==> src/rtl/rr_pkg.sv <==
package rr_pkg;

    localparam int DATA_W     = 32;
    localparam int CH_FIELD_W = 5;
    localparam int VLD_BIT    = 7;

    typedef struct packed {
        logic                  vld;
        logic [CH_FIELD_W-1:0] ch;
    } map_ent_t;

    typedef enum logic [1:0] {
        RGN_NONE = 2'd0,
        RGN_MAP  = 2'd1,
        RGN_STAT = 2'd2
    } rgn_e;

    function automatic map_ent_t ent_from_word(input logic [DATA_W-1:0] w);
        map_ent_t e;
        e.vld = w[VLD_BIT];
        e.ch  = w[CH_FIELD_W-1:0];
        return e;
    endfunction

    function automatic logic [DATA_W-1:0] ent_to_word(input map_ent_t e);
        logic [DATA_W-1:0] w;
        w                   = '0;
        w[VLD_BIT]          = e.vld;
        w[CH_FIELD_W-1:0]   = e.ch;
        return w;
    endfunction

    function automatic logic ch_exists(input logic [CH_FIELD_W-1:0] ch, input int nch);
        return int'({1'b0, ch}) < nch;
    endfunction

endpackage

==> src/rtl/rr_addr_dec.sv <==
module rr_addr_dec
    import rr_pkg::*;
#(
    parameter int ADDR_W    = 16,
    parameter int NUM_REQ   = 75,
    parameter int LO_CNT    = 64,
    parameter int LO_BASE   = 32'h100,
    parameter int HI_BASE   = 32'h1100,
    parameter int STAT_BASE = 32'hE0,
    parameter int STAT_CNT  = 3,
    localparam int IDX_W    = $clog2(NUM_REQ)
) (
    input  logic [ADDR_W-1:0] addr,
    output rgn_e              rgn,
    output logic [IDX_W-1:0]  idx
);

    localparam int HI_CNT = NUM_REQ - LO_CNT;

    localparam logic [ADDR_W-1:0] LO_A = ADDR_W'(LO_BASE);
    localparam logic [ADDR_W-1:0] LO_E = ADDR_W'(LO_BASE + 4 * LO_CNT);
    localparam logic [ADDR_W-1:0] HI_A = ADDR_W'(HI_BASE);
    localparam logic [ADDR_W-1:0] HI_E = ADDR_W'(HI_BASE + 4 * HI_CNT);
    localparam logic [ADDR_W-1:0] ST_A = ADDR_W'(STAT_BASE);
    localparam logic [ADDR_W-1:0] ST_E = ADDR_W'(STAT_BASE + 4 * STAT_CNT);

    logic [ADDR_W-1:0] lo_off;
    logic [ADDR_W-1:0] hi_off;
    logic              aligned;

    assign lo_off  = addr - LO_A;
    assign hi_off  = addr - HI_A;
    assign aligned = (addr[1:0] == 2'b00);

    always_comb begin
        rgn = RGN_NONE;
        idx = '0;
        if (aligned) begin
            if (addr >= LO_A && addr < LO_E) begin
                rgn = RGN_MAP;
                idx = lo_off[IDX_W+1:2];
            end else if (addr >= HI_A && addr < HI_E) begin
                rgn = RGN_MAP;
                idx = IDX_W'(LO_CNT) + hi_off[IDX_W+1:2];
            end else if (addr >= ST_A && addr < ST_E) begin
                rgn = RGN_STAT;
            end
        end
    end

endmodule

==> src/rtl/rr_map_regs.sv <==
module rr_map_regs
    import rr_pkg::*;
#(
    parameter int NUM_REQ = 75,
    parameter int NUM_CH  = 16,
    localparam int IDX_W  = $clog2(NUM_REQ)
) (
    input  logic                      clk,
    input  logic                      rst,
    input  logic                      wr_en,
    input  logic [IDX_W-1:0]          widx,
    input  logic [DATA_W-1:0]         wdata,
    output map_ent_t [NUM_REQ-1:0]    map_q,
    output logic                      err_q
);

    map_ent_t wr_ent;
    logic     wr_ok;

    assign wr_ent = ent_from_word(wdata);
    assign wr_ok  = !wr_ent.vld || ch_exists(wr_ent.ch, NUM_CH);

    always_ff @(posedge clk) begin
        if (rst) begin
            map_q <= '0;
            err_q <= 1'b0;
        end else begin
            err_q <= wr_en && !wr_ok;
            for (int r = 0; r < NUM_REQ; r++) begin
                if (wr_en && wr_ok && widx == IDX_W'(r)) begin
                    map_q[r] <= wr_ent;
                end
            end
        end
    end

endmodule

==> src/rtl/rr_route_edge.sv <==
module rr_route_edge
    import rr_pkg::*;
#(
    parameter int NUM_REQ = 75,
    parameter int NUM_CH  = 16
) (
    input  logic                   clk,
    input  logic                   rst,
    input  logic [NUM_REQ-1:0]     req_in,
    input  map_ent_t [NUM_REQ-1:0] map,
    output logic [NUM_CH-1:0]      lvl_q,
    output logic [NUM_CH-1:0]      ras_evt_q,
    output logic [NUM_CH-1:0]      eor_evt_q,
    output logic [NUM_CH-1:0]      ras_pend_q
);

    logic [NUM_REQ-1:0] req_q;
    logic [NUM_CH-1:0]  lvl_d;
    logic [NUM_CH-1:0]  rise;
    logic [NUM_CH-1:0]  fall;

    function automatic logic chan_active(
        input logic [NUM_REQ-1:0]     rq,
        input map_ent_t [NUM_REQ-1:0] m,
        input int                     c
    );
        logic any;
        any = 1'b0;
        for (int r = 0; r < NUM_REQ; r++) begin
            any = any | (rq[r] & m[r].vld & (m[r].ch == CH_FIELD_W'(c)));
        end
        return any;
    endfunction

    generate
        for (genvar c = 0; c < NUM_CH; c++) begin : g_chan
            assign lvl_d[c] = chan_active(req_q, map, c);
        end
    endgenerate

    assign rise = lvl_d & ~lvl_q;
    assign fall = ~lvl_d & lvl_q;

    always_ff @(posedge clk) begin
        if (rst) begin
            req_q      <= '0;
            lvl_q      <= '0;
            ras_evt_q  <= '0;
            eor_evt_q  <= '0;
            ras_pend_q <= '0;
        end else begin
            req_q      <= req_in;
            lvl_q      <= lvl_d;
            ras_evt_q  <= rise;
            eor_evt_q  <= fall;
            ras_pend_q <= (ras_pend_q | rise) & ~fall;
        end
    end

endmodule

==> src/rtl/req_router.sv <==
module req_router
    import rr_pkg::*;
#(
    parameter int NUM_REQ   = 75,
    parameter int NUM_CH    = 16,
    parameter int ADDR_W    = 16,
    parameter int LO_CNT    = 64,
    parameter int LO_BASE   = 32'h100,
    parameter int HI_BASE   = 32'h1100,
    parameter int STAT_BASE = 32'hE0,
    parameter int STAT_CNT  = 3
) (
    input  logic                 clk,
    input  logic                 rst,
    input  logic [NUM_REQ-1:0]   req_in,
    input  logic                 reg_wr,
    input  logic [ADDR_W-1:0]    reg_addr,
    input  logic [31:0]          reg_wdata,
    output logic [31:0]          reg_rdata,
    output logic                 reg_hit,
    output logic                 map_err,
    output logic [NUM_CH-1:0]    ch_req_lvl,
    output logic [NUM_CH-1:0]    ch_ras_evt,
    output logic [NUM_CH-1:0]    ch_eor_evt,
    output logic [NUM_CH-1:0]    ch_ras_pend
);

    localparam int IDX_W = $clog2(NUM_REQ);

    rgn_e                   rgn;
    logic [IDX_W-1:0]       idx;
    map_ent_t [NUM_REQ-1:0] map_q;

    rr_addr_dec #(
        .ADDR_W    (ADDR_W),
        .NUM_REQ   (NUM_REQ),
        .LO_CNT    (LO_CNT),
        .LO_BASE   (LO_BASE),
        .HI_BASE   (HI_BASE),
        .STAT_BASE (STAT_BASE),
        .STAT_CNT  (STAT_CNT)
    ) u_dec (
        .addr (reg_addr),
        .rgn  (rgn),
        .idx  (idx)
    );

    rr_map_regs #(
        .NUM_REQ (NUM_REQ),
        .NUM_CH  (NUM_CH)
    ) u_map (
        .clk   (clk),
        .rst   (rst),
        .wr_en (reg_wr && rgn == RGN_MAP),
        .widx  (idx),
        .wdata (reg_wdata),
        .map_q (map_q),
        .err_q (map_err)
    );

    rr_route_edge #(
        .NUM_REQ (NUM_REQ),
        .NUM_CH  (NUM_CH)
    ) u_route (
        .clk        (clk),
        .rst        (rst),
        .req_in     (req_in),
        .map        (map_q),
        .lvl_q      (ch_req_lvl),
        .ras_evt_q  (ch_ras_evt),
        .eor_evt_q  (ch_eor_evt),
        .ras_pend_q (ch_ras_pend)
    );

    assign reg_hit   = (rgn != RGN_NONE);
    assign reg_rdata = (rgn == RGN_MAP) ? ent_to_word(map_q[idx]) : '0;

endmodule

==> config.mk <==
export PLATFORM = sky130hd
export DESIGN_NAME = req_router
export DESIGN_NICKNAME = d
export VERILOG_FILES = /design/src/rtl/rr_pkg.sv /design/src/rtl/rr_addr_dec.sv /design/src/rtl/rr_map_regs.sv /design/src/rtl/rr_route_edge.sv /design/src/rtl/req_router.sv
export SDC_FILE = /design/constraint.sdc
export NUM_CORES = 2
export LEC_CHECK = 0
export BUFFER_PORTS_ARGS = -buffer_cell sky130_fd_sc_hd__buf_2
export CAP_MARGIN = 20
export CELL_PAD_IN_SITES_DETAIL_PLACEMENT = 0
export CELL_PAD_IN_SITES_GLOBAL_PLACEMENT = 1
export CORE_UTILIZATION = 48
export CTS_CLUSTER_SIZE = 12
export DETAILED_ROUTE_END_ITERATION = 16
export PLACE_DENSITY_LB_ADDON = 0.15
export SLEW_MARGIN = 20
export SYNTH_ARGS = -nofsm -noshare
export SYNTH_HDL_FRONTEND = slang
export SYNTH_HIERARCHICAL = 1
export SYNTH_SLANG_ARGS = --single-unit
export TNS_END_PERCENT = 10
==> constraint.sdc <==
create_clock -name clk -period 4.7 [get_ports clk]
set_input_delay 0.235 -clock clk [delete_from_list [all_inputs] [get_ports clk]]
set_output_delay 0.235 -clock clk [all_outputs]
set_load 0.01 [all_outputs]
==> results of run 1 <==
## cells in the mapped netlist, types with 29 or more instances
master,number
nor3_1,351
clkbuf_1,311
nand4_1,54
or3_1,54
mux4_2,90
or3b_2,34
buf_4,33
nor2b_1,126
nor4_1,177
nor4b_1,73
dfxtp_1,590
nor2_1,294
nand2_1,191
nand3b_1,125
o22ai_1,182
inv_1,54
buf_2,29
or4_1,48
and3_1,30
nand4bb_1,67
a2111oi_0,36
nand2b_1,542
nand4b_1,92
nor3b_1,36
mux2i_1,484
nand3_1,131
## through the flow
step / instance area [sq um] / worst slack [ns]
detailed placement: 41800 / 0.615
floorplan: 39500 / 0.910
CTS: 44400 / 0.593
global placement: 41700 / 0.380
## cells by family after synthesis
| group | after synthesis | share of synthesized area (%) |
|---|---|---|
| simple gates | 2537 | 39.4 |
| flops | 590 | 30.0 |
| mux | 580 | 17.8 |
| compound gates | 450 | 8.14 |
| buf+inv | 438 | 4.66 |
| other cells | 1 | 0.00952 |
## what timing repair did
action / in CTS
hold buffers: 85
endpoints found under the setup margin: 0
endpoints found under the hold margin: 76
## metal layers
| metal | GRT usage [%] | GRT overflow |
|---|---|---|
| met1 | 74.4 | 0 |
| met2 | 85.0 | 49 |
| met3 | 51.6 | 1 |
| met4 | 54.2 | 40 |
| met5 | 22.8 | 0 |
==> results_dict.tcl, run 1 <==
set metrics [dict create \
    grt_pass1_vias 44900 \
    ctsResizeCount 0 \
    place_hpwl_mm 212 \
    ys_dominant_reg_cell "dfxtp_1" \
    synth_cell_types 82 \
    cts.sinks 590 \
    ys.warnings.count 6 \
    synth_edf_count 0 \
    syn_area_per_cell_sq_um 8.57 \
    clockBufferDepth 3 \
    synth_area_sq_um 39400 \
    lastStage "global routing (5_1_grt)" \
    htreeDepth 2 \
    place_inst 5663 \
    synth_seq_area_share_pct 30.0 \
    grt.overflow.total 90 \
    place_congestion 1.48 \
    cts_root_buf "clkbuf_16" \
    die_y_microns 288 \
    cts_setup_buffers 0 \
    yosys.area.top_type "dfxtp_1" \
    track_usage_pct 68.4 \
    yosys-top-cells-area "dfxtp_1 (30%), mux2i_1 (12%), nand2b_1 (8.6%), mux4_2 (5.1%), nor3_1 (4.5%)" \
    error "[ERROR GRT-0116] Global routing finished with congestion. Check the congestion regions in the DRC Viewer." \
    portBuffers 171 \
    grt_start_max_net_pins 215 \
    async_flop_share_pct 0 \
    status "aborted with a tool error" \
    synth_seq_cells 590 \
    start_util_pct 48.7 \
    die_w_microns 288 \
    ioPinCount 224 \
    cts_buffers 60 \
    grt_pass1_wl_mm 393 \
    num_rows 104 \
    netlist_instances 4596 \
    synth_top_area_share_pct 30.0 \
]
==> run 2: changes to the inputs <==
Settings changed: CELL_PAD_IN_SITES_DETAIL_PLACEMENT 0 to not set, CELL_PAD_IN_SITES_GLOBAL_PLACEMENT 1 to not set, CORE_UTILIZATION 48 to 35, CTS_CLUSTER_SIZE 12 to not set.
==> run 2 against run 1 <==
Net effect: the flow now finishes, with violations (setup timing); synthesized cell count is the same; synthesized area unchanged.
==> results_dict.tcl, run 2 <==
set metrics [dict create \
    status "finished, violations left" \
    violations "setup timing" \
    synth-compound-area-share_pct 8.14 \
    yosys.area_share.simple_pct 39.4 \
    layout_setup_ws_ns -0.174 \
    htreeDepth 2 \
    rsz0062_at_grt "false" \
    worst_pin_slew_ns 1.44 \
    wl_mm 342 \
    hold-worst-slack_ns 0.0522 \
    track_usage_pct 58.1 \
    slew_violations 0 \
    netlist_top_cells_count "dfxtp_1 (590), nand2b_1 (542), mux2i_1 (484), nor3_1 (351), clkbuf_1 (311)" \
    top_register "u_map/map_q" \
    final_cell_mix "dfxtp_1 (589), nand2b_1 (536), mux2i_1 (484)" \
    instances_no_fill 6543 \
    grt_pass1_vias 43100 \
    cts_buffers 61 \
    path_cells "buf_2 -> nor4_2 -> nand3_2 -> nor2_1 -> nor3b_1 -> and3_1 -> o2111ai_1 -> o22ai_1 -> or3_1 -> buf_2" \
    cts.sinks 590 \
    grt_start_max_net_pins 222 \
    synth-xor-area-share_pct 0 \
    worst_path_max_delay_cell "o22ai_1" \
    fmax_mhz 205 \
    ir_drop_mv 0.267 \
    syn_area_per_cell_sq_um 8.57 \
    antenna_found_initial 90 \
    cp_max_fo 8 \
    netlist_instances 4596 \
    drc_errors 0 \
    ioPinCount 224 \
    hold_path.class "input pin to flip-flop" \
    ys_dominant_reg_cell "dfxtp_1" \
    leakage_uw 0.0184 \
    place_hpwl_mm 280 \
    yosys-top-cells-area "dfxtp_1 (30%), mux2i_1 (12%), nand2b_1 (8.6%), mux4_2 (5.1%), nor3_1 (4.5%)" \
    place_congestion 1.24 \
    dr.pass1.iters 7 \
    fin_crit_ns 4.87 \
    cp.arrival_ns 4.64 \
    largest_reg_flops 450 \
    synthMuxAreaShare_pct 17.8 \
    critical_path_required_ns 4.47 \
    power.density_nw_per_um2 225 \
    synth_seq_area_share_pct 30.0 \
    yosys.area.top_type "dfxtp_1" \
    die_w_microns 337 \
    ys.warnings.count 6 \
    final_common_cell "dfxtp_1" \
    die-area_sq_um 114000 \
    vias 48200 \
    setup_viol 2 \
    worstSetupPathType "input pin to output pin" \
    num_rows 122 \
    avgRoutedWirePerCell_microns 52.2 \
    largest_registers "u_map/map_q: 450 flops, u_route/req_q: 75 flops" \
    drt_iter0_markers 8462 \
    skew_ns 0.0340 \
    min_period_over_period_pct 104 \
    syn2layout_area_growth_pct 19.6 \
    synth.most_common_cell "dfxtp_1" \
    via_per_inst 7.36 \
    synth_cell_types 82 \
    max_cap_violations 0 \
    critical_path_buf_inv_count 2 \
    slowest_delay_ns 1.05 \
    portBuffers 171 \
    path_common_cell "buf_2" \
    synth_top_family_by_area "simple AND/OR/NAND/NOR gates" \
    ctsResizeCount 0 \
    hold_viol 0 \
    drive_gt1_share_pct 17.8 \
    synth_edf_count 0 \
    clockBufferDepth 3 \
    post-route-util_pct 42.4 \
    die_y_microns 337 \
    start_kind "input pin" \
    finalPower_uw 10600 \
    crit_family "simple AND/OR/NAND/NOR gates" \
    async_flop_share_pct 0 \
    synth_fa_ha_area_share_pct 0 \
    clk_pin_slew_ns 0.06 \
    insertion_delay_ns 0.72 \
    start_util_pct 35.4 \
    grt.overflow.total 0 \
    synth_seq_cells 590 \
    endpoint_kind "output pin" \
    synth_area_sq_um 39400 \
    slew-limit-headroom_pct 3.67 \
    core-area_sq_um 111000 \
    nNetsFinal 5074 \
    grt_pass1_wl_mm 431 \
    cts_tree "done" \
    cts_root_buf "clkbuf_16" \
    synth_top_area_share_pct 30.0 \
    place_inst 6282 \
    drtAntennaViolNets 0 \
]
-- run 2: cell counts after synthesis --
No cell type changed its count.
-- run 2: final cells by class --
cell class / count / area [sq um]
diodes: 55 / 138
clock buffers: 85 / 1740
clock inverters: 30 / 359
fillers: 11000 / 64000
inverters: 54 / 203
multi-input cells: 3593 / 26200
flip-flops and latches: 590 / 11800
well taps: 1488 / 1860
repair buffers: 648 / 4800
-- run 2: final timing paths --
| check | from | to | slack (ns) | depth (start not counted) |
|---|---|---|---|---|
| max | reg_addr[0] | reg_rdata[7] | -0.17 | 10 |
| min | reg_wr | u_map/err_q | 0.05 | 3 |
| max reg2reg | u_map/map_q[97] | u_route/ras_pend_q[1] | 0.58 | 7 |
| min reg2reg | u_route/lvl_q[15] | u_route/ras_evt_q[15] | 0.44 | 1 |
-- run 2: cell families after synthesis --
logic type / count (synthesis)
other: 1
multiplexers: 580
buffers and inverters: 438
flip-flops: 590
AND/OR/NAND/NOR: 2537
AO/OA/AOI/OAI: 450
-- run 2: metal layers --
metal,global-route usage (%),vias to the layer above,share of wire [%]
met1,65.8,23800,36
met3,29.4,1502,15
met2,78.1,4809,38
met4,53.9,30,12
met5,0.936,-,0.062
li1,-,18000,-
-- run 2: stage by stage --
stage,cell area [sq um],TNS (ns),worst slack (ns)
after floorplan,39500,0,0.910
after global placement,43900,0,0.504
after detailed placement,43900,0,0.399
after CTS,46900,0,0.414
after global routing,47000,0,0.112
final,47100,-0.233,-0.174
-- run 2: report_power, final --
group / total [uW] / switching, uW / internal (uW)
sequential: 5070 / 37.3 / 5030
clock: 5130 / 2220 / 2920
combinational: 409 / 227 / 182
-- run 2: what timing repair did --
action	4_1_cts	5_1_grt
hold buffers	91	0
setup endpoints to repair	0	0
hold endpoints to repair	87	0
setup buffers	0	0
-- run 2: worst min-delay path, delay by kind of cell --
kind / cells / cell delay (ns)
buffers and inverters: 1 / 0.12
and+or+nand+nor: 2 / 0.37
No activity file was read; power rests on OpenSTA's default activity.
